## config.mk

```make
export PLATFORM = sky130hd
export DESIGN_NAME = spiq_top
export DESIGN_NICKNAME = d
export VERILOG_FILES = /design/src/rtl/spiq_pkg.sv /design/src/rtl/spiq_ctrl.sv /design/src/rtl/spiq_dp.sv /design/src/rtl/spiq_top.sv
export SDC_FILE = /design/constraint.sdc
export NUM_CORES = 1
export LEC_CHECK = 0
export ABC_CLOCK_PERIOD_IN_PS = 3360
export BUFFER_PORTS_ARGS = -buffer_cell sky130_fd_sc_hd__clkbuf_2
export CORE_UTILIZATION = 35
export CTS_BUF_LIST = sky130_fd_sc_hd__clkbuf_4 sky130_fd_sc_hd__clkbuf_8 sky130_fd_sc_hd__clkbuf_16
export DETAILED_ROUTE_END_ITERATION = 8
export SLEW_MARGIN = 20
export SYNTH_ARGS = -nofsm -noshare
export SYNTH_HDL_FRONTEND = slang
export SYNTH_SLANG_ARGS = --single-unit
```

## constraint.sdc

```tcl
create_clock -name clk -period 3.36 [get_ports clk]
set_input_delay 0.168 -clock clk [delete_from_list [all_inputs] [get_ports clk]]
set_output_delay 0.168 -clock clk [all_outputs]
set_load 0.01 [all_outputs]
```

## src/rtl/spiq_pkg.sv

```systemverilog
package spiq_pkg;
  localparam int QDEPTH   = 16;
  localparam int QIDX_W   = $clog2(QDEPTH);
  localparam int WORD_W   = 16;
  localparam int NCS      = 4;
  localparam int CSSEL_W  = $clog2(NCS);
  localparam int CNT_W    = 8;
  localparam int BITS_W   = $clog2(WORD_W) + 1;
  localparam int HALF_W   = $clog2(2 * WORD_W);
  localparam int MIN_BITS = 8;
  localparam int ADDR_W   = 6;
  localparam int DATA_W   = 24;

  typedef enum logic [1:0] {ST_IDLE, ST_LEAD, ST_SHIFT, ST_TRAIL} engState_t;

  typedef struct packed {
    logic [QIDX_W-1:0] ptr;
    logic [HALF_W-2:0] bitIdx;
    logic              lead;
    logic              shift;
    logic              capture;
    logic              store;
    logic [BITS_W-1:0] nBits;
    logic              wired;
    logic              loop;
    logic              active;
  } dpStrobe_t;
endpackage

```

## src/rtl/spiq_ctrl.sv

```systemverilog
module spiq_ctrl
  import spiq_pkg::*;
(
  input  logic                clk,
  input  logic                rstN,
  input  logic                wrEn,
  input  logic [ADDR_W-1:0]   wrAddr,
  input  logic [DATA_W-1:0]   wrData,
  input  logic [CSSEL_W-1:0]  entrySel,
  output dpStrobe_t           stb,
  output logic                sck,
  output logic [NCS-1:0]      csN,
  output logic                busy,
  output logic                done,
  output logic                halted,
  output logic [QIDX_W-1:0]   lastIdx
);
  logic [CNT_W-1:0]  baud, leadDly, trailDly, cnt;
  logic              cpol, cpha, wired, loopEn, wrapEn, enReg, haltReg;
  logic [BITS_W-1:0] bitsField, nBits;
  logic [QIDX_W-1:0] newPtr, endPtr, wrapTo, ptr;
  logic [HALF_W-1:0] half;
  logic [HALF_W:0]   halfLast;
  engState_t         state;
  logic              regWr, halfEnd, trailEnd;

  assign regWr    = wrEn && !wrAddr[ADDR_W-1];
  assign halfEnd  = (cnt == baud - 1'b1);
  assign trailEnd = (state == ST_TRAIL) && (cnt == trailDly);
  assign halfLast = (HALF_W+1)'({nBits, 1'b0}) - 1'b1;

  always_comb begin
    if (bitsField < BITS_W'(MIN_BITS))    nBits = BITS_W'(MIN_BITS);
    else if (bitsField > BITS_W'(WORD_W)) nBits = BITS_W'(WORD_W);
    else                                  nBits = bitsField;
  end

  always_ff @(posedge clk) begin
    if (!rstN) begin
      baud <= '0; leadDly <= '0; trailDly <= '0; cnt <= '0;
      cpol <= 1'b0; cpha <= 1'b0; wired <= 1'b0; loopEn <= 1'b0;
      wrapEn <= 1'b0; enReg <= 1'b0; haltReg <= 1'b0;
      bitsField <= BITS_W'(MIN_BITS);
      newPtr <= '0; endPtr <= '0; wrapTo <= '0; ptr <= '0;
      half <= '0; state <= ST_IDLE;
      done <= 1'b0; halted <= 1'b0; lastIdx <= '0;
    end else begin
      if (regWr) begin
        case (wrAddr[1:0])
          2'd0: begin
            baud <= wrData[7:0]; cpol <= wrData[8]; cpha <= wrData[9];
            bitsField <= wrData[14:10]; wired <= wrData[15]; loopEn <= wrData[16];
          end
          2'd1: begin leadDly <= wrData[7:0]; trailDly <= wrData[15:8]; end
          2'd2: begin
            newPtr <= wrData[3:0]; endPtr <= wrData[7:4];
            wrapTo <= wrData[11:8]; wrapEn <= wrData[12];
          end
          default: begin
            enReg <= wrData[0]; haltReg <= wrData[1];
            done <= 1'b0; halted <= 1'b0;
          end
        endcase
      end
      case (state)
        ST_IDLE: if (enReg && baud != '0 && !done && !halted) begin
          ptr <= newPtr; cnt <= '0; state <= ST_LEAD;
        end
        ST_LEAD: if (cnt == leadDly) begin
          cnt <= '0; half <= '0; state <= ST_SHIFT;
        end else cnt <= cnt + 1'b1;
        ST_SHIFT: if (halfEnd) begin
          cnt <= '0;
          if ({1'b0, half} == halfLast) state <= ST_TRAIL;
          else half <= half + 1'b1;
        end else cnt <= cnt + 1'b1;
        default: if (trailEnd) begin
          cnt <= '0;
          lastIdx <= ptr;
          if (haltReg || !enReg) begin
            state <= ST_IDLE; halted <= haltReg;
          end else if (ptr == endPtr) begin
            if (wrapEn) begin ptr <= wrapTo; state <= ST_LEAD; end
            else begin state <= ST_IDLE; done <= 1'b1; end
          end else begin
            ptr <= ptr + 1'b1; state <= ST_LEAD;
          end
        end else cnt <= cnt + 1'b1;
      endcase
    end
  end

  assign busy = (state != ST_IDLE);
  assign sck  = (state == ST_SHIFT) ? (cpol ^ cpha ^ half[0]) : cpol;

  for (genvar i = 0; i < NCS; i++) begin : g_cs
    assign csN[i] = !(busy && entrySel == CSSEL_W'(i));
  end

  always_comb begin
    stb.ptr     = ptr;
    stb.bitIdx  = half[HALF_W-1:1];
    stb.lead    = (state == ST_LEAD);
    stb.shift   = (state == ST_SHIFT);
    stb.capture = (state == ST_SHIFT) && halfEnd && (half[0] == cpha);
    stb.store   = (state == ST_TRAIL) && (cnt == '0);
    stb.nBits   = nBits;
    stb.wired   = wired;
    stb.loop    = loopEn;
    stb.active  = busy;
  end

  assert_one_cs_R1: assert property (@(posedge clk) disable iff (!rstN)
    $onehot0(~csN));
  assert_baud_zero_idle_R9: assert property (@(posedge clk) disable iff (!rstN)
    (state == ST_IDLE && baud == '0 && !regWr) |=> (state == ST_IDLE));
  assert_done_idle_R6: assert property (@(posedge clk) disable iff (!rstN)
    done |-> !busy);
  assert_wrap_target_R7: assert property (@(posedge clk) disable iff (!rstN)
    (trailEnd && !haltReg && enReg && ptr == endPtr && wrapEn && !regWr)
      |=> (ptr == $past(wrapTo) && state == ST_LEAD));
  assert_cs_steady_R5: assert property (@(posedge clk) disable iff (!rstN)
    (state == ST_SHIFT && !(wrEn && wrAddr[ADDR_W-1])) |=> $stable(csN) || state == ST_TRAIL);
endmodule

```

## src/rtl/spiq_dp.sv

```systemverilog
module spiq_dp
  import spiq_pkg::*;
(
  input  logic               clk,
  input  logic               rstN,
  input  logic               wrEn,
  input  logic [ADDR_W-1:0]  wrAddr,
  input  logic [DATA_W-1:0]  wrData,
  input  dpStrobe_t          stb,
  input  logic               miso,
  input  logic [QIDX_W-1:0]  rdIdx,
  output logic [WORD_W-1:0]  rdData,
  output logic [CSSEL_W-1:0] entrySel,
  output logic               mosi,
  output logic               mosiOe
);
  localparam int POS_W = $clog2(WORD_W);

  logic [WORD_W+CSSEL_W-1:0] txMem [QDEPTH];
  logic [WORD_W-1:0]         rxMem [QDEPTH];
  logic [WORD_W-1:0]         rxSh, txWord, rxMask;
  logic [BITS_W-1:0]         bitPos;
  logic                      mosiVal, inBit;

  assign txWord   = txMem[stb.ptr][WORD_W-1:0];
  assign entrySel = txMem[stb.ptr][WORD_W +: CSSEL_W];
  assign bitPos   = stb.shift ? (stb.nBits - 1'b1 - BITS_W'(stb.bitIdx)) : (stb.nBits - 1'b1);
  assign mosiVal  = (stb.lead || stb.shift) && txWord[bitPos[POS_W-1:0]];
  assign inBit    = stb.loop ? mosiVal : miso;
  assign rxMask   = {WORD_W{1'b1}} >> (BITS_W'(WORD_W) - stb.nBits);
  assign rdData   = rxMem[rdIdx];

  always_ff @(posedge clk) begin
    if (!rstN) begin
      for (int i = 0; i < QDEPTH; i++) begin
        txMem[i] <= '0;
        rxMem[i] <= '0;
      end
      rxSh <= '0;
    end else begin
      if (wrEn && wrAddr[ADDR_W-1])
        txMem[wrAddr[QIDX_W-1:0]] <= wrData[WORD_W+CSSEL_W-1:0];
      if (stb.capture) rxSh <= {rxSh[WORD_W-2:0], inBit};
      if (stb.store)   rxMem[stb.ptr] <= rxSh & rxMask;
    end
  end

  always_comb begin
    if (stb.wired) begin
      mosi   = 1'b0;
      mosiOe = stb.active && !mosiVal;
    end else begin
      mosi   = mosiVal;
      mosiOe = 1'b1;
    end
  end

  assert_rx_upper_clear_R10: assert property (@(posedge clk) disable iff (!rstN)
    stb.store |=> ((rxMem[$past(stb.ptr)] >> $past(stb.nBits)) == '0));
  assert_wired_no_high_R12: assert property (@(posedge clk) disable iff (!rstN)
    stb.wired |-> !mosi);
endmodule

```

## src/rtl/spiq_top.sv

```systemverilog
module spiq_top
  import spiq_pkg::*;
(
  input  logic               clk,
  input  logic               rstN,
  input  logic               wrEn,
  input  logic [ADDR_W-1:0]  wrAddr,
  input  logic [DATA_W-1:0]  wrData,
  input  logic [QIDX_W-1:0]  rdIdx,
  output logic [WORD_W-1:0]  rdData,
  input  logic               miso,
  output logic               sck,
  output logic               mosi,
  output logic               mosiOe,
  output logic [NCS-1:0]     csN,
  output logic               busy,
  output logic               done,
  output logic               halted,
  output logic [QIDX_W-1:0]  lastIdx
);
  dpStrobe_t          stb;
  logic [CSSEL_W-1:0] entrySel;

  spiq_ctrl u_ctrl (
    .clk(clk), .rstN(rstN), .wrEn(wrEn), .wrAddr(wrAddr), .wrData(wrData),
    .entrySel(entrySel), .stb(stb), .sck(sck), .csN(csN), .busy(busy),
    .done(done), .halted(halted), .lastIdx(lastIdx)
  );

  spiq_dp u_dp (
    .clk(clk), .rstN(rstN), .wrEn(wrEn), .wrAddr(wrAddr), .wrData(wrData),
    .stb(stb), .miso(miso), .rdIdx(rdIdx), .rdData(rdData),
    .entrySel(entrySel), .mosi(mosi), .mosiOe(mosiOe)
  );
endmodule

```

Yosys cells after proc, flatten, opt, wreduce, memory -nomap -nowiden
Memories as Yosys holds them, arrays and structs flattened. A register that Yosys moved wholly into a read port is not among the register bits.
Index checks and enable logic that the tools add are counted.
{"block": "word_totals", "mem_bits_rw": 544, "register_bits": 89, "mem_count": 2, "word_cells": 171, "out_inout_bits": 30, "in_bits": 38}
{"name": "u_dp.txMem", "words": 16, "width": 18, "rd": 1, "rd_clocked_by_memory_dff": 1, "write_ports": 16, "line_no": "spiq_dp.sv:19", "rtl": "logic [WORD_W+CSSEL_W-1:0] txMem [QDEPTH];"}
{"name": "u_dp.rxMem", "words": 16, "width": 16, "rd": 1, "rd_clocked_by_memory_dff": 0, "write_ports": 16, "line_no": "spiq_dp.sv:20", "rtl": "logic [WORD_W-1:0] rxMem [QDEPTH];"}
{"block": "classes", "n_shift": 1, "addsub": 8, "bitwise": 6, "order_cmp": 3, "n_eq_ne": 21, "n_reduce_logical": 48, "mux": 60}
{"cell": "4-bit two-way mux", "n": 10}
{"cell": "8-bit two-way mux", "n": 4}
{"cell": "1-bit two-way mux", "n": 28}
{"cell": "5-bit two-way mux", "n": 5}
{"cell": "8-bit == test", "n": 3}
{"cell": "8-bit case mux with 3 select lines", "n": 1}
{"cell": "18-bit two-way mux", "n": 1}
{"cell": "18-bit OR reduction", "n": 1}
{"cell": "16-bit AND", "n": 1}
{"cell": "16-bit two-way mux", "n": 1}
{"cell": "16-bit OR reduction", "n": 1}
{"cell": "16-bit by 5-bit >> shifter with 16-bit output (first input constant)", "n": 1}
{"cell": "1-bit logical AND", "n": 15}
{"cell": "2-bit two-way mux", "n": 6}
{"cell": "2-bit == test (second input constant)", "n": 5}
{"cell": "2-bit inequality test (second input constant)", "n": 5}
{"cell": "5-bit case mux with 2 select lines", "n": 1}
{"cell": "2-bit AND reduction", "n": 5}
{"cell": "5-bit AND reduction", "n": 2}
{"cell": "1-bit logical NOT", "n": 9}
{"cell": "8-bit by 1-bit adder with 8-bit output (second input constant)", "n": 1}
{"cell": "8-bit logical NOT", "n": 1}
{"cell": "4-bit case mux with 2 select lines", "n": 1}
{"cell": "8-bit nonzero test", "n": 1}
{"cell": "27 further kinds", "n": 38}

Depth between registers and ports, before layout
Gate-level depths: netlist (run 1).
{"block": "logic_depth", "depth_word": 12, "depth_mapped": 13, "mapped_depth_nobuf": 13}

Cells and area by module
A second synthesis (run 1) with hierarchy kept.
{"block": "hier_totals", "cells_unflattened": 2162, "area_unflattened_um2": 29019.1}
{"module": "spiq_dp", "area_per_inst_um2": 25142.9, "seq_area_each_um2": 16656.0, "n_inst": 1, "cells_per_inst": 1678}
{"module": "spiq_ctrl", "area_per_inst_um2": 3876.2, "seq_area_each_um2": 1461.4, "n_inst": 1, "cells_per_inst": 484}

Worst setup path after synthesis (run 1)
OpenSTA, ideal clock, no wires.
{"block": "synth_path", "path_kind": "reg-to-output", "from": "reg u_ctrl.bitsField[3]", "to": "out mosiOe", "t_arrival_ns": 2.665, "stages_incl_launch_ff": 12, "t_required_ns": 3.192, "setup_slack_ns": 0.527, "n_path_buf": 0, "path_cell_list": "dfxtp_1 nor2b_1 nand2_1 ha_1 inv_1 fa_1 mux2_2 nand2_1 o22ai_1 nor4bb_1 o32ai_2 a21bo_1"}
{"block": "synth_via", "elab_chain_len": 12, "word_cells_on_any_way": 13, "classes_between": "add/sub (2); order compare (2); mux (6); reduce/logical (3)"}
{"element": "start, declared", "line_no": "spiq_ctrl.sv:20", "rtl": "logic [BITS_W-1:0] bitsField, nBits;"}
{"element": "start signal, assigned", "line_no": "spiq_ctrl.sv:43", "rtl": "bitsField <= BITS_W'(MIN_BITS);"}
{"element": "start signal, assigned", "line_no": "spiq_ctrl.sv:52", "rtl": "bitsField <= wrData[14:10]; wired <= wrData[15]; loopEn <= wrData[16];"}
{"element": "5-bit > comparator", "line_no": "spiq_ctrl.sv:34", "rtl": "else if (bitsField > BITS_W'(WORD_W)) nBits = BITS_W'(WORD_W);"}
{"element": "5-bit two-way mux", "line_no": "spiq_ctrl.sv:34"}
{"element": "5-bit two-way mux (*)", "line_no": "spiq_ctrl.sv:33", "rtl": "if (bitsField < BITS_W'(MIN_BITS)) nBits = BITS_W'(MIN_BITS);"}
{"element": "4-bit by 1-bit subtractor with 4-bit output (*)", "line_no": "spiq_dp.sv:27", "rtl": "assign bitPos = stb.shift ? (stb.nBits - 1'b1 - BITS_W'(stb.bitIdx)) : (stb.nBits - 1'b1);"}
{"element": "4-bit subtractor", "line_no": "spiq_dp.sv:27"}
{"element": "4-bit two-way mux (*)", "line_no": "spiq_dp.sv:27"}
{"element": "1-bit binary-select mux with 4-bit select (*)", "line_no": "spiq_dp.sv:28", "rtl": "assign mosiVal = (stb.lead || stb.shift) && txWord[bitPos[POS_W-1:0]];"}
{"element": "1-bit two-way mux (implied by the code) (*)", "line_no": "spiq_dp.sv:28"}
{"element": "1-bit logical AND (*)", "line_no": "spiq_dp.sv:28"}
{"element": "1-bit logical NOT (*)", "line_no": "spiq_dp.sv:51", "rtl": "mosiOe = stb.active && !mosiVal;"}
{"element": "1-bit logical AND (*)", "line_no": "spiq_dp.sv:51"}
{"element": "1-bit two-way mux (*)", "line_no": "spiq_dp.sv:49", "rtl": "if (stb.wired) begin"}
{"element": "end, declared", "line_no": "spiq_top.sv:14", "rtl": "output logic mosiOe,"}
Every way passes the cells marked *; elsewhere a longest branch is shown, timed or not. The select of a mux whose other input is x is not followed.

Worst setup path after layout (run 1)
{"block": "layout_path", "from": "reg u_ctrl.bitsField[4]", "to": "out mosiOe"}
Same word-level chain as after synthesis.

==> reports/metrics.yaml, run 1 <==
p_sw_share_pct: 24.4
cts_tree: "built"
run_status: "finished, violations left"
fin_worst_skew_ns: 0.0278
finalInstanceArea_sq_mm: 0.0334
cts_made_buffers: 70
fin_ws_ns: -0.388
setup_viol: 2
clk_pin_slew_ns: 0.06
first_global_vias: 17500
num_vias: 17800
dieArea_sq_mm: 0.0837
gp_congestion: 0.860
path_class: "flip-flop to output pin"
place_hpwl_microns: 49900
drv_cap: 0
power.switching_mw: 4.50
wl_per_cell_microns: 22.3
power_frac_clock_pct: 41.5
initial_core_util_pct: 35.3
antenna_left: 0
antenna_found_initial: 2
synth_compound_area_share_pct: 3.17
yosysTopAreaCellShare_pct: 56.5
synth_commonest_cells: "edfxtp_1, nor2_1, and2_1"
slew_viol_final: 0
synth_top_family_by_area: "simple AND/OR/NAND/NOR gates"
syn_nets: 2195
ctsLongestPathBuffers: 3
clock.fmax_mhz: 267
synthMuxAreaShare_pct: 13.6
slowest_stage: "fa_1"
crit_required_ns: 3.19
ys_warn_count: 0
rows: 105
end_kind: "output pin"
synth_cell_types: 64
drt_iter0_drc: 1626
ys.flop_type: "edfxtp_1"
tightest_slew_ns: 0.882
cts_max_level: 3
critPathMaxStageDelay_ns: 0.48
firstDrtPassIters: 6
period_needed_ns: 3.75
fill_cells: 7547
fin_nets: 2290
die_h_microns: 289
cts_root_buffer: "clkbuf_16"
worst_setup_path_start_kind: "flip-flop"
ys_ff_latch: 637
grt_start_max_net_pins: 84
gr-total-overflow: 0
synthAdderAreaFrac_pct: 1.07
viasPerCell: 5.30
core-area_sq_mm: 0.0818
comb_power_share_pct: 9.7
final-hold-violation-count: 0
seq_area_frac_synth_pct: 63.0
synthTopCellsByArea: "edfxtp_1, mux4_2, dfxtp_1, and2_1, nor2_1"
ys_async_sr_fraction_pct: 0
synth_edf_count: 544
arrival_ns: 3.58
portBuffers: 60
synth_top_area_cell: "edfxtp_1"
grt_setup_unrepaired: "yes"
yosysMostFrequentCell: "edfxtp_1"
post-route-period-util_pct: 112
syn_area_sq_mm: 0.0289
slew-limit-headroom_pct: 41.2
place_ws_ns: 0.0400
p_leak_nw: 11.4
grtUsageTotal_pct: 18.0
drt-total-wl_microns: 75000
p_int_mw: 14.0
antenna_cells: 0
place_area_sq_mm: 0.0309
area_growth_pct: 15.5
grt_pass1_wl_microns: 112000
seqPwrFrac_pct: 48.7
insertion_delay_ns: 0.64
die_w_microns: 289
io_pins: 68
path_cells: "nand3b_1 > ha_4 > inv_2 > fa_1 > mux2i_2 > nand2_2 > a21oi_2 > a31oi_1 > nor4bb_2 > o32ai_2 > buf_4 > a21bo_1 > clkbuf_2"
powerDensity_mw_per_mm2: 553
peakVddDrop_uv: 365
clock-sinks: 637
synthSimpleGateAreaFrac_pct: 15.3
hold_class: "input port to flip-flop"
route.detailed.drc: 0
yosys.area_share.xor_xnor_pct: 1.15
violations: "setup timing"
synthesis.instances: 2133
path_max_fanout: 4
drive_above_1_share_pct: 22.1
avgSynthCellArea_sq_um: 13.5
## sequential cells by signal (all words and copies together), names as in the netlist, 2 cells and up, named ones only
signal	cells
u_dp.txMem	288
u_ctrl.state	2
u_ctrl.trailDly	8
u_ctrl.baud	8
u_ctrl.wrapTo	4
u_ctrl.bitsField	5
u_ctrl.leadDly	8
u_ctrl.newPtr	4
u_ctrl.lastIdx	4
u_ctrl.ptr	4
u_ctrl.half	5
u_dp.rxMem	256
u_ctrl.cnt	8
u_ctrl.endPtr	4
u_dp.rxSh	16
## per-stage QoR
stage / setup TNS, ns / utilization, % / cells / hold slack [ns] / total power [mW]
2_1_floorplan: 0 / - / 2133 / 0.304 / 10.2
3_3_place_gp: 0 / 37.7 / 3210 / 0.443 / 10.9
3_5_place_dp: 0 / 37.7 / 3210 / 0.450 / 10.9
4_1_cts: -0.602 / 40.8 / 3351 / 0.00338 / 18.6
5_1_grt: -0.957 / 40.8 / 3355 / 0.0568 / 19.0
6_report: -0.698 / 40.8 / 3355 / 0.0157 / 18.5
## placed cells by master, fill, tap and decap left out, types with 15 or more instances in the layout
cell type / netlist / layout
mux4_2: 152 / 152
inv_1: 19 / 15
nand3_1: 41 / 41
xor2_1: 15 / 15
nand2_1: 170 / 167
xnor2_1: 23 / 23
edfxtp_1: 544 / 544
mux2i_1: 34 / 33
a21oi_1: 62 / 61
clkbuf_4: 0 / 15
ha_1: 23 / 20
dfxtp_1: 93 / 89
clkbuf_16: 0 / 70
clkbuf_2: 0 / 58
nor2_1: 322 / 322
buf_4: 5 / 116
and2_1: 292 / 292
clkinv_1: 0 / 17
## critical path: cells and delay by family (launching register included)
kind	cells	cell delay (ns)
buf+inv	3	0.37
compound gates	4	0.60
simple gates	3	0.58
mux	1	0.26
flops	1	0.33
fa+ha+maj	2	0.82
## logic make-up (layout without fill, tap and decap cells)
| kind of cell | after synthesis | in the layout |
|---|---|---|
| adders and majority gates | 24 | 24 |
| AOI/OAI and AO/OA | 148 | 148 |
| and+or+nand+nor | 907 | 907 |
| xor gates and xnor gates | 38 | 38 |
| muxes | 194 | 194 |
| buffers and inverters | 185 | 337 |
| DFF | 637 | 637 |
## power groups by stage
stage	logic, mW	registers [mW]	clock network, mW
final	1.79	9.00	7.67
after global routing	1.90	9.03	8.11
after CTS	1.78	9.01	7.79
after detailed placement	1.75	9.17	0
after global placement	1.73	9.15	0
after floorplan	1.09	9.12	0
## timing repair
action	in CTS	in global routing
setup buffers	11	3
hold buffers	1	0
setup endpoints to repair	3	2
hold endpoints to repair	1	0
cloned	0	0
pin swaps	4	2
resized for setup	23	0
## layer usage
layer | wire [microns] | GRT usage [%]
met1 | 33200 | 26.4
met3 | 5380 | 2.79
met4 | 1410 | 4.83
met2 | 35000 | 27.6
met5 | 0 | 0
## final timing paths
check | end | slack (ns) | start | cells past startpoint
max | mosiOe | -0.39 | u_ctrl.bitsField[4] | 13
min | u_ctrl.trailDly[7] | 0.02 | wrData[15] | 3
max reg2reg | u_dp.rxSh[0] | 0.29 | u_ctrl.bitsField[4] | 12
min reg2reg | u_ctrl.wrapEn | 0.46 | u_ctrl.wrapEn | 2
## layout make-up
class                      instances  area [sq um]  share of cell area [%]
tap                             1070          1340                    4.01
multi-input combinational       1311         10100                    30.2
clock inverter                    42           400                    1.20
inverter                          20          75.1                   0.225
timing repair buffer             188          1400                    4.18
clock buffer                      87          1900                    5.68
sequential                       637         18200                    54.5
No activity file was read; power rests on OpenSTA's default activity.
==> run 2: changes to the inputs <==
Settings changed: ABC_CLOCK_PERIOD_IN_PS 3360 to 3600, CORE_UTILIZATION 35 to 60, PLACE_DENSITY set to 0.77.
Clock period 3.36 ns to 3.6 ns, I/O delays scaled along.
==> reports/metrics.yaml, run 2 (synthesis results as in run 1) <==
grt_setup_unrepaired: "yes"
place_inst: 2728
worst_setup_path_start_kind: "flip-flop"
core-area_sq_mm: 0.0476
clk_pin_slew_ns: 0.06
io_pins: 68
fin_nets: 2246
cts_max_level: 2
cts_made_buffers: 61
clock.fmax_mhz: 267
violations: "setup timing"
post-route-period-util_pct: 104
final_cell_count_no_fill: 2850
gr-total-overflow: 0
viasPerCell: 6.33
path_cells: "nand3b_1 > ha_4 > inv_6 > fa_1 > mux2i_2 > nand2_2 > a21oi_2 > a31oi_1 > nor4bb_2 > o32ai_2 > buf_4 > a21bo_1 > clkbuf_2"
firstDrtPassIters: 6
run_status: "finished, violations left"
portBuffers: 60
slew_viol_final: 0
initial_core_util_pct: 60.7
crit_required_ns: 3.42
area_growth_pct: 11.6
slowest_stage: "fa_1"
dieArea_sq_mm: 0.0490
path_max_fanout: 4
final-hold-violation-count: 0
antenna_found_initial: 0
final_cell_mix: "edfxtp_1, nor2_1, and2_1, nand2_1, mux4_2"
grt_start_max_net_pins: 46
insertion_delay_ns: 0.65
antenna_left: 0
drive_above_1_share_pct: 20.5
die_h_microns: 221
ctsLongestPathBuffers: 3
cts_tree: "built"
drt_iter0_drc: 2111
rows: 80
gp_congestion: 0.928
cts_root_buffer: "clkbuf_16"
first_global_vias: 18100
place_hpwl_microns: 46300
grtUsageTotal_pct: 30.1
setup-tns-final_ns: -0.230
end_kind: "output pin"
reg_top3: "u_dp.txMem x288, u_dp.rxMem x256, u_dp.rxSh x16"
slew-limit-headroom_pct: 38.0
fill_cells: 3225
fin_ws_ns: -0.150
peakVddDrop_uv: 374
die_w_microns: 221
num_vias: 18000
p_leak_nw: 11.1
critPathMaxStageDelay_ns: 0.49
fin_worst_skew_ns: 0.0311
hold_class: "input port to flip-flop"
clock-sinks: 637
period_needed_ns: 3.75
drt-total-wl_microns: 72300
wl_per_cell_microns: 25.4
top_register: "u_dp.txMem"
setup_viol: 2
final_common_cell: "edfxtp_1"
powerDensity_mw_per_mm2: 509
grt_pass1_wl_microns: 110000
route.detailed.drc: 0
drv_cap: 0
largest_reg_flops: 288
arrival_ns: 3.57
path_class: "flip-flop to output pin"
tightest_slew_ns: 0.928
==> run 2: cell count changes in the layout (fill, tap and decap cells not counted), moves of 2 or more <==
cell        delta
buf_4         -31
inv_16         -3
clkinvlp_4     -2
diode_2        +2
clkinv_1       -5
buf_12         -3
clkbuf_16      -9
clkbuf_4       +2
inv_2          -2
==> run 2: cell type report <==
type                       count  area, sq um  share of cell area (%)
multi-input combinational   1311        10100                    31.3
sequential                   637        18200                    56.5
clock buffer                  80         1680                    5.22
clock inverter                32          303                   0.939
timing repair buffer         153         1110                    3.45
inverter                      20         80.1                   0.248
tap                          615          769                    2.39
antenna                        2         5.00                  0.0155
==> run 2: worst paths after layout <==
kind,from,endpoint,cells past startpoint,slack (ns)
worst max-delay path,u_ctrl.bitsField[4],mosiOe,13,-0.15
worst min-delay path,wrData[15],u_ctrl.wired,3,0.05
worst max register to register,u_ctrl.ptr[0],u_ctrl.ptr[2],8,0.36
worst min register to register,u_ctrl.newPtr[2],u_ctrl.newPtr[2],2,0.46
==> run 2: critical path: cells and delay by family (launching register included) <==
family	cells	cell delay, ns
buffers and inverters	3	0.35
DFF	1	0.34
muxes	1	0.21
and+or+nand+nor	3	0.58
adders and majority gates	2	0.85
AOI/OAI and AO/OA	4	0.63
==> run 2: repair_timing <==
action                                 CTS  global route
gates resized for setup                 19             8
setup endpoints to repair                2             2
pin swaps                                7             3
gates cloned                             0             0
buffers inserted                         6             1
endpoints found under the hold margin    1             0
hold buffers                             1             0
==> run 2: through the flow <==
stage               setup slack, ns  hold WS (ns)  area [sq um]  utilization, %  power (mW)
global placement              0.237         0.443         30100            63.1        10.1
finish                       -0.150        0.0505         32200            67.7        16.4
floorplan                     0.755         0.316         28900               -        9.53
global route                 -0.283        0.0769         32200            67.7        16.8
CTS                          -0.157        0.0283         32200            67.6        16.4
detailed placement           0.0907         0.449         30100            63.1        10.1
==> run 2: power breakdown <==
group          switching, mW  total [mW]  leakage, nW  internal, mW
clock network           2.80        6.38        0.995          3.58
registers              0.131        8.42         6.13          8.29
logic                  0.986        1.60         3.99         0.613
==> run 2: layer usage <==
metal,routed length [microns],track usage (%)
met5,0,0
met1,27500,40.6
met2,35700,49.5
met4,2330,9.79
met3,6770,6.05
==> run 3: changes to the inputs <==
Settings changed: ABC_CLOCK_PERIOD_IN_PS 3600 to 4200, CELL_PAD_IN_SITES_DETAIL_PLACEMENT set to 1, CELL_PAD_IN_SITES_GLOBAL_PLACEMENT set to 1, CORE_UTILIZATION 60 to 53, PLACE_DENSITY 0.77 to unset, PLACE_DENSITY_LB_ADDON set to 0.1, SLEW_MARGIN 20 to unset.
Clock period 3.6 ns to 4.2 ns, I/O delays scaled along.
==> reports/metrics.yaml, run 3 (synthesis results as in run 1) <==
final_cell_count_no_fill: 2928
power.switching_mw: 3.59
antenna_left: 0
final_cell_mix: "edfxtp_1, nor2_1, and2_1, nand2_1, mux4_2"
num_vias: 18100
worst_hold_slack_ns: 0.0612
place_inst: 2801
grt_start_max_net_pins: 62
tightest_slew_ns: 1.23
end_kind: "output pin"
io_pins: 68
path_cells: "buf_4 > buf_4 > mux4_2 > a221oi_1 > a22o_1 > a2111oi_2 > o32ai_2 > buf_4 > a21bo_1 > clkbuf_2"
insertion_delay_ns: 0.61
crit_top_cell: "buf_4"
post-route-period-util_pct: 95.9
area_growth_pct: 12.2
first_global_vias: 19400
cts_root_buffer: "clkbuf_16"
reg_top3: "u_dp.txMem x288, u_dp.rxMem x256, u_dp.rxSh x16"
slew_viol_final: 0
wl_per_cell_microns: 28.3
cts_max_level: 3
antenna_cells: 0
r2r_slack_ns: 1.01
seqPwrFrac_pct: 48.3
gp_congestion: 0.853
powerDensity_mw_per_mm2: 461
p_leak_nw: 11.2
path_class: "flip-flop to output pin"
comb_power_share_pct: 9.3
viasPerCell: 6.19
critPathMaxStageDelay_ns: 0.74
period_needed_ns: 4.03
cts_made_buffers: 70
firstDrtPassIters: 5
largest_reg_flops: 288
busiest_layer: "met2"
grtUsageTotal_pct: 30.6
clock-sinks: 637
top_register: "u_dp.txMem"
clock.fmax_mhz: 248
fin_worst_skew_ns: 0.0137
drt_iter0_drc: 1904
setup_viol: 0
die_h_microns: 236
drv_cap: 0
final-hold-violation-count: 0
arrival_ns: 3.82
min_from: "miso"
p_sw_share_pct: 24.0
route.detailed.drc: 0
peakVddDrop_uv: 348
rows: 85
met3_usage_pct: 7.09
core-area_sq_mm: 0.0538
slew-limit-headroom_pct: 17.7
portBuffers: 60
initial_core_util_pct: 53.7
cts_tree: "built"
dieArea_sq_mm: 0.0555
gr-total-overflow: 0
p_int_mw: 11.4
final_common_cell: "edfxtp_1"
drive_above_1_share_pct: 19.8
grt_util_met2_pct: 48.9
drt-total-wl_microns: 82900
hold_class: "input port to flip-flop"
grt_setup_unrepaired: "no"
antenna_found_initial: 6
die_w_microns: 236
clk_pin_slew_ns: 0.06
place_hpwl_microns: 54000
postCtsHoldBufs: 0
grt_pass1_wl_microns: 124000
path_max_fanout: 29
slowest_stage: "dfxtp_4"
crit_required_ns: 3.99
setup-tns-final_ns: 0
run_status: "complete, no violations"
worst_setup_path_start_kind: "flip-flop"
power_frac_clock_pct: 42.3
ctsLongestPathBuffers: 3
fin_nets: 2240
grtUsageMet1_pct: 42.1
run 3: per-layer routing:
metal | share of wire [%] | routed length (microns)
met1 | 41 | 33900
met3 | 8.7 | 7250
met5 | 0.016 | 13
met2 | 48 | 39900
met4 | 2.2 | 1850
run 3: layout make-up:
type,count,area [sq um]
fillers,5092,21400
flip-flops and latches,637,18200
multi-input cells,1311,10000
clock buffers,89,1970
repair buffers,138,926
well taps,696,871
clock inverters,37,365
inverters,20,77.6
run 3: final timing paths:
path,end,cells past startpoint
hold / removal,u_dp.rxSh[0],4
hold reg to reg,u_ctrl.wrapTo[0],2
setup reg to reg,u_dp.rxSh[0],8
setup / recovery,mosiOe,10
run 3: worst max-delay path, delay by kind of cell (launching register included):
family          cells  cell delay (ns)
flops               1             0.74
compound gates      5             1.00
mux                 1             0.54
buf+inv             4             0.90
run 3: through the flow:
step	total power [mW]	instance area, sq um	setup slack (ns)	util [%]
after global routing	15.3	32400	0.00142	60.3
after floorplan	8.17	28900	1.32	-
final	15.0	32400	0.172	60.3
after detailed placement	8.73	30100	0.577	55.9
after CTS	15.0	32400	0.0267	60.2
after global placement	8.68	30100	0.685	55.9
run 3: repair_timing:
action / CTS / global route
pin swaps: 1 / 0
setup endpoints to repair: 2 / 2
resized for setup: 0 / 7
buffers inserted: 1 / 0
run 3: power by group through the flow:
stage                     clock (mW)  sequential, mW  combinational (mW)
after detailed placement           0            7.36                1.37
after global routing            6.62            7.26                1.47
after floorplan                    0            7.30               0.870
after CTS                       6.39            7.23                1.38
final                           6.33            7.23                1.40
after global placement             0            7.34                1.34
